===== src/rtl/dbg_gate_pkg.sv =====
package dbg_gate_pkg;
  typedef enum logic [1:0] {
    VD_FORWARD = 2'd0,
    VD_DISCARD = 2'd1,
    VD_FAULT   = 2'd2,
    VD_LOCAL   = 2'd3
  } verdict_e;

  localparam logic [31:0] UNLOCK_KEY = 32'hC5AC_CE55;
endpackage


===== src/rtl/dbg_lock_regs.sv =====
module dbg_lock_regs
  import dbg_gate_pkg::*;
#(
  parameter int OFS_W    = 12,
  parameter int DATA_W   = 32,
  parameter logic [OFS_W-1:0] KEY_OFS  = 12'hFB0,
  parameter logic [OFS_W-1:0] STAT_OFS = 12'hFB4,
  parameter logic [OFS_W-1:0] OSL_OFS  = 12'h300
) (
  input  logic              clk,
  input  logic              rst_n,
  input  logic              acc,
  input  logic              wr,
  input  logic              from_dbg,
  input  logic [OFS_W-1:0]  ofs,
  input  logic [DATA_W-1:0] wdata,
  output logic              sw_lock,
  output logic              os_lock,
  output logic              own_hit,
  output logic              own_drop,
  output logic [DATA_W-1:0] own_rdata
);
  logic hit_key, hit_stat, hit_osl;
  logic key_we, osl_we;

  assign hit_key  = (ofs == KEY_OFS);
  assign hit_stat = (ofs == STAT_OFS);
  assign hit_osl  = (ofs == OSL_OFS);
  assign own_hit  = hit_key | hit_stat | hit_osl;

  // software write to OS-lock register is dropped under software lock
  assign own_drop = hit_osl & wr & sw_lock & ~from_dbg;

  assign key_we = acc & wr & hit_key;
  assign osl_we = acc & wr & hit_osl & ~own_drop;

  always_ff @(posedge clk or negedge rst_n) begin
    if (!rst_n) begin
      sw_lock <= 1'b0;
      os_lock <= 1'b0;
    end else begin
      if (key_we) sw_lock <= (wdata != DATA_W'(UNLOCK_KEY));
      if (osl_we) os_lock <= wdata[0];
    end
  end

  always_comb begin
    own_rdata = '0;
    if (hit_stat) begin
      own_rdata[0] = sw_lock;
      own_rdata[1] = os_lock;
    end else if (hit_osl) begin
      own_rdata[0] = os_lock;
    end
  end

  assert_locks_hold_R5: assert property (@(posedge clk) disable iff (!rst_n)
    !(key_we || osl_we) |=> $stable({sw_lock, os_lock}));

  assert_key_unlock_R6: assert property (@(posedge clk) disable iff (!rst_n)
    (acc && wr && hit_key && wdata == DATA_W'(UNLOCK_KEY)) |=> !sw_lock);

  assert_osl_guard_R7: assert property (@(posedge clk) disable iff (!rst_n)
    (acc && wr && hit_osl && sw_lock && !from_dbg) |=> $stable(os_lock));
endmodule


===== src/rtl/dbg_access_decide.sv =====
module dbg_access_decide
  import dbg_gate_pkg::*;
(
  input  logic     wr,
  input  logic     from_dbg,
  input  logic     own_hit,
  input  logic     own_drop,
  input  logic     bank_hit,
  input  logic     bank_core,
  input  logic     core_off,
  input  logic     sw_lock,
  input  logic     os_lock,
  output verdict_e verdict
);
  // priority: gate-owned, unmapped, core-domain refusal, software drop, pass
  always_comb begin
    if (own_hit)
      verdict = own_drop ? VD_DISCARD : VD_LOCAL;
    else if (!bank_hit)
      verdict = (sw_lock | os_lock) ? VD_FAULT : VD_DISCARD;
    else if (bank_core && (core_off || os_lock))
      verdict = VD_FAULT;
    else if (wr && sw_lock && !from_dbg)
      verdict = VD_DISCARD;
    else
      verdict = VD_FORWARD;
  end
endmodule


===== src/rtl/dbg_access_gate.sv =====
module dbg_access_gate
  import dbg_gate_pkg::*;
#(
  parameter int ADDR_W  = 32,
  parameter int DATA_W  = 32,
  parameter int BANK_AW = 10,
  parameter logic [BANK_AW+1:0] KEY_OFS  = 12'hFB0,
  parameter logic [BANK_AW+1:0] STAT_OFS = 12'hFB4,
  parameter logic [BANK_AW+1:0] OSL_OFS  = 12'h300
) (
  input  logic               pclk,
  input  logic               presetn,
  input  logic               psel,
  input  logic               penable,
  input  logic               pwrite,
  input  logic [ADDR_W-1:0]  paddr,
  input  logic [DATA_W-1:0]  pwdata,
  output logic [DATA_W-1:0]  prdata,
  output logic               pready,
  output logic               pslverr,
  input  logic               core_pwr_down,
  output logic [BANK_AW-1:0] bank_addr,
  input  logic               bank_hit,
  input  logic               bank_core,
  output logic               bank_wr,
  output logic               bank_rd,
  output logic [DATA_W-1:0]  bank_wdata,
  input  logic [DATA_W-1:0]  bank_rdata
);
  localparam int OFS_W = BANK_AW + 2;

  logic              acc, from_dbg;
  logic [OFS_W-1:0]  ofs;
  logic              sw_lock, os_lock, own_hit, own_drop;
  logic [DATA_W-1:0] own_rdata;
  verdict_e          verdict;
  logic              unused_bits;

  assign acc         = psel & penable;
  assign from_dbg    = paddr[ADDR_W-1];
  assign ofs         = paddr[OFS_W-1:0];
  assign unused_bits = ^{paddr[ADDR_W-2:OFS_W], paddr[1:0]};

  dbg_lock_regs #(
    .OFS_W(OFS_W), .DATA_W(DATA_W),
    .KEY_OFS(KEY_OFS), .STAT_OFS(STAT_OFS), .OSL_OFS(OSL_OFS)
  ) u_locks (
    .clk(pclk), .rst_n(presetn), .acc(acc), .wr(pwrite),
    .from_dbg(from_dbg), .ofs(ofs), .wdata(pwdata),
    .sw_lock(sw_lock), .os_lock(os_lock), .own_hit(own_hit),
    .own_drop(own_drop), .own_rdata(own_rdata)
  );

  dbg_access_decide u_decide (
    .wr(pwrite), .from_dbg(from_dbg), .own_hit(own_hit), .own_drop(own_drop),
    .bank_hit(bank_hit), .bank_core(bank_core), .core_off(core_pwr_down),
    .sw_lock(sw_lock), .os_lock(os_lock), .verdict(verdict)
  );

  assign bank_addr  = paddr[OFS_W-1:2];
  assign bank_wdata = pwdata;
  assign bank_wr    = acc &  pwrite & (verdict == VD_FORWARD);
  assign bank_rd    = acc & ~pwrite & (verdict == VD_FORWARD);
  assign pslverr    = acc & (verdict == VD_FAULT);
  assign pready     = 1'b1;

  always_comb begin
    prdata = '0;
    if (!pwrite) begin
      if (verdict == VD_LOCAL)        prdata = own_rdata;
      else if (verdict == VD_FORWARD) prdata = bank_rdata;
    end
  end

  assert_swlock_drop_R1: assert property (@(posedge pclk) disable iff (!presetn)
    (acc && pwrite && sw_lock && !from_dbg && !own_hit) |-> !bank_wr);

  assert_fault_no_strobe_R3: assert property (@(posedge pclk) disable iff (!presetn)
    pslverr |-> !(bank_wr || bank_rd));

  assert_pwrdown_fault_R4: assert property (@(posedge pclk) disable iff (!presetn)
    (acc && !own_hit && bank_hit && bank_core && core_pwr_down) |-> pslverr);

  assert_strobe_phase_R10: assert property (@(posedge pclk) disable iff (!presetn)
    (bank_wr || bank_rd) |-> (acc && !(bank_wr && bank_rd)));
endmodule


===== config.mk =====
export PLATFORM = sky130hd
export DESIGN_NAME = dbg_access_gate
export DESIGN_NICKNAME = d
export VERILOG_FILES = /design/src/rtl/dbg_gate_pkg.sv /design/src/rtl/dbg_lock_regs.sv /design/src/rtl/dbg_access_decide.sv /design/src/rtl/dbg_access_gate.sv
export SDC_FILE = /design/constraint.sdc
export NUM_CORES = 1
export LEC_CHECK = 0
export BUFFER_PORTS_ARGS = -buffer_cell sky130_fd_sc_hd__buf_2
export CORE_AREA = 2 2 69 71
export DETAILED_ROUTE_END_ITERATION = 10
export DIE_AREA = 0 0 71 73
export PLACE_DENSITY = 0.7
export RECOVER_POWER = 100
export SETUP_SLACK_MARGIN = 0.05
export SLEW_MARGIN = 30
export SYNTH_ARGS = -nofsm -noshare
export SYNTH_HDL_FRONTEND = slang
export SYNTH_SLANG_ARGS = --single-unit

===== constraint.sdc =====
create_clock -name pclk -period 3.1 [get_ports pclk]
set_input_delay 0.31 -clock pclk [delete_from_list [all_inputs] [get_ports pclk]]
set_output_delay 0.31 -clock pclk [all_outputs]
set_load 0.03 [all_outputs]

==> run metrics <==
total global-route track usage 0.110; routed wire length 3.42 mm; relative slew slack 0.560; Top FF cell, synth dfrtp_1; die width 71 um; maximum VDD drop 116 uV; Async SR Flop Fraction 1.00; syn nets 232; iteration count of the initial detailed-routing pass 4; MaxCap Viol Count 0; largest family of logic cells by synthesized area simple AND/OR/NAND/NOR gates; I/O pin count 182; Synth Cell Area 995 um^2; power per cell area 229 nW/um^2; Most Crowded Layer GR met2; most common cell in the netlist buf_4; final RePlAce weighted congestion 0.797; Fmax 0.400 GHz; DR vias/cell 4.18; via count 1261; main area contributors after synthesis buf_4, and2_4, dfrtp_1, buf_6, nor4_1; area post-placement 1510 um^2; Ant. Diodes 0; Final Max Slew Viols 0; CTS Root Cell clkbuf_8; Synth Area per Inst 7.77 um^2; clock skew 0.000208 ns; Crit Path Max Fanout 22; R2R Setup Slk 1.98 ns; initial antenna violation count 0; clock latency on the worst-skew pair 0.21 ns; worst min path class primary input to flip-flop; Worst-Margin Slew 0.656 ns; H-tree depth 1; final setup fails 0; Reg2Reg Capture Point u_locks.os_lock; Iter 0 DRT Violations 17; Resize count post-CTS 0; worst setup margin 0.601 ns; Ys Warns 0; IO buf count 161; final worst-path cycle share 0.806; dpl hpwl 3.01 mm; number of synthesized register bits 2; Pint 182 uW; Worst Reg-to-Reg Cells 4; share of layout cells above drive strength 1 0.540; CP Capture Type output pin; Worst R2R Start u_locks.sw_lock; clk buf depth 2; hold endpoint u_locks.os_lock; Total Power 338 uW; met2 GRT Util 0.214; vias in the first global route 1042; remaining antenna violation count after routing 0; NetSw 156 uW; CP Cell Sequence o21ai_0 -> nand2_1 -> nor3_2 -> buf_8 -> and3_1 -> clkbuf_1; complex-gate fraction of the synthesized area 0.0516; leakage 0.000754 uW; Synth top area share 0.325; Worst-path clk slew 0.03 ns; largest net degree at the start of global routing 34; core area 4540 um^2; Critical Path Start Type flip-flop; Die Area 5180 um^2; hold wc startpoint pwdata[0]; Net Sw Frac 0.462; Seq/Total Area, Yosys 0.0503; WHS 0.360 ns; Setup WS pre-CTS 0.580 ns; GRT Residual Overflow 0; xor and xnor area share after synthesis 0; post-synth top area cell buf_4; Fin Setup TNS 0 ns; post-route cell area 1470 um^2; DR WL/cell 11.3 um; status complete, no violations; Mapped Cells 128; worst path required time 2.79 ns; slowest CP cell nor3_2; # DRC 0; CTS sink cnt 2; distinct cell type count after synthesis 29; synth cell count leaders buf_4, and2_4, nand2_1; first-pass GRT wire length 4.60 mm; die height 73 um; CTS Buf Count 3; CTS tree built; post-synthesis adder-cell area fraction 0; Hold Fails Final Rpt 0; fin nets 354; Comb power frac 0.619; Layout area overhead 48.1%; row count 25; Starting Density 0.219; Worst path max stage delay 0.52 ns; Post-synth EDFFs 0; clock group share of total power 0.303; met3 GRT Util 0.0249; met1 usage 0.123; Post-Synth Simple-Gate Area 0.532; minimum clock period 2.50 ns; Arr. time, crit path 2.19 ns; post-synthesis mux area share 0; kind of critical path flip-flop to output pin; Flop pwr share 0.078; RSZ-0062 raised after global routing false; hold path cells 3
-- layout make-up --
class | count | area (um^2)
clock buffer | 3 | 41.3
timing repair buffer | 163 | 747
sequential | 2 | 50.0
multi-input combinational | 79 | 563
tap | 54 | 67.6
fill | 545 | 3060
inverter | 1 | 3.75
-- worst max path at each step --
stage / startpoint / end / slack, ns / cells past startpoint
4_1_cts: u_locks.os_lock / bank_rd / 0.46 / 5
3_5_place_dp: paddr[10] / bank_rd / 0.58 / 7
6_report: u_locks.os_lock / bank_rd / 0.60 / 6
3_3_place_gp: paddr[10] / prdata[29] / 0.66 / 7
2_1_floorplan: paddr[10] / pslverr / 1.17 / 5
5_1_grt: u_locks.os_lock / bank_rd / 0.44 / 6
-- worst max-delay path: cells and delay by family, from the launching register on --
kind / cells / cell delay [ns]
buffers and inverters: 2 / 0.57
AO/OA/AOI/OAI: 1 / 0.17
flip-flops: 1 / 0.40
AND/OR/NAND/NOR: 3 / 0.84
-- power by group through the flow --
stage                     Sequential [uW]  Combinational [uW]  Clock (uW)
after floorplan                      26.7                 163           0
after global placement               26.7                 218           0
after detailed placement             26.7                 221           0
after CTS                            26.4                 222         106
after global routing                 26.5                 223         109
final                                26.5                 209         102
-- cells by family (layout without fill, tap and decap cells) --
kind of cell | Yosys count | in the layout
other | 1 | 1
buffers and inverters | 47 | 167
DFF | 2 | 2
and+or+nand+nor | 70 | 70
AOI/OAI and AO/OA | 8 | 8
-- what timing repair did --
item | in CTS | in global routing
hold buffers | 1 | 0
buffers inserted | 0 | 0
endpoints found under the hold margin | 2 | 0
-- layout by cell type, fill, tap and decap left out, drive strengths merged, types with 2 or more instances in the layout --
cell and n:
dfrtp 2, nand3 4, nand2 7, nand4 2, clkbuf 70, o21ai 2
a21oi 3, nor3 5, nor4bb 2, nor2 6, nor4 7, and2 30
buf 95, and3 2
-- sequential cells by signal, summed over array words and instances (netlist names) --
register         flops
u_locks.os_lock      1
u_locks.sw_lock      1
-- layer usage --
metal / vias up / part of all wire / wire [um]
li1: 630 / - / -
met5: - / 0 / 0
met2: 74 / 0.54 / 1840
met1: 557 / 0.37 / 1270
met4: 0 / 0 / 0
met3: 0 / 0.091 / 313
-- per-stage QoR --
stage,instances,utilization
final,302,0.325
after global routing,302,0.325
after CTS,301,0.345
after detailed placement,297,0.333
after global placement,297,0.333
after floorplan,128,-
(Power assumes the default switching activity.)
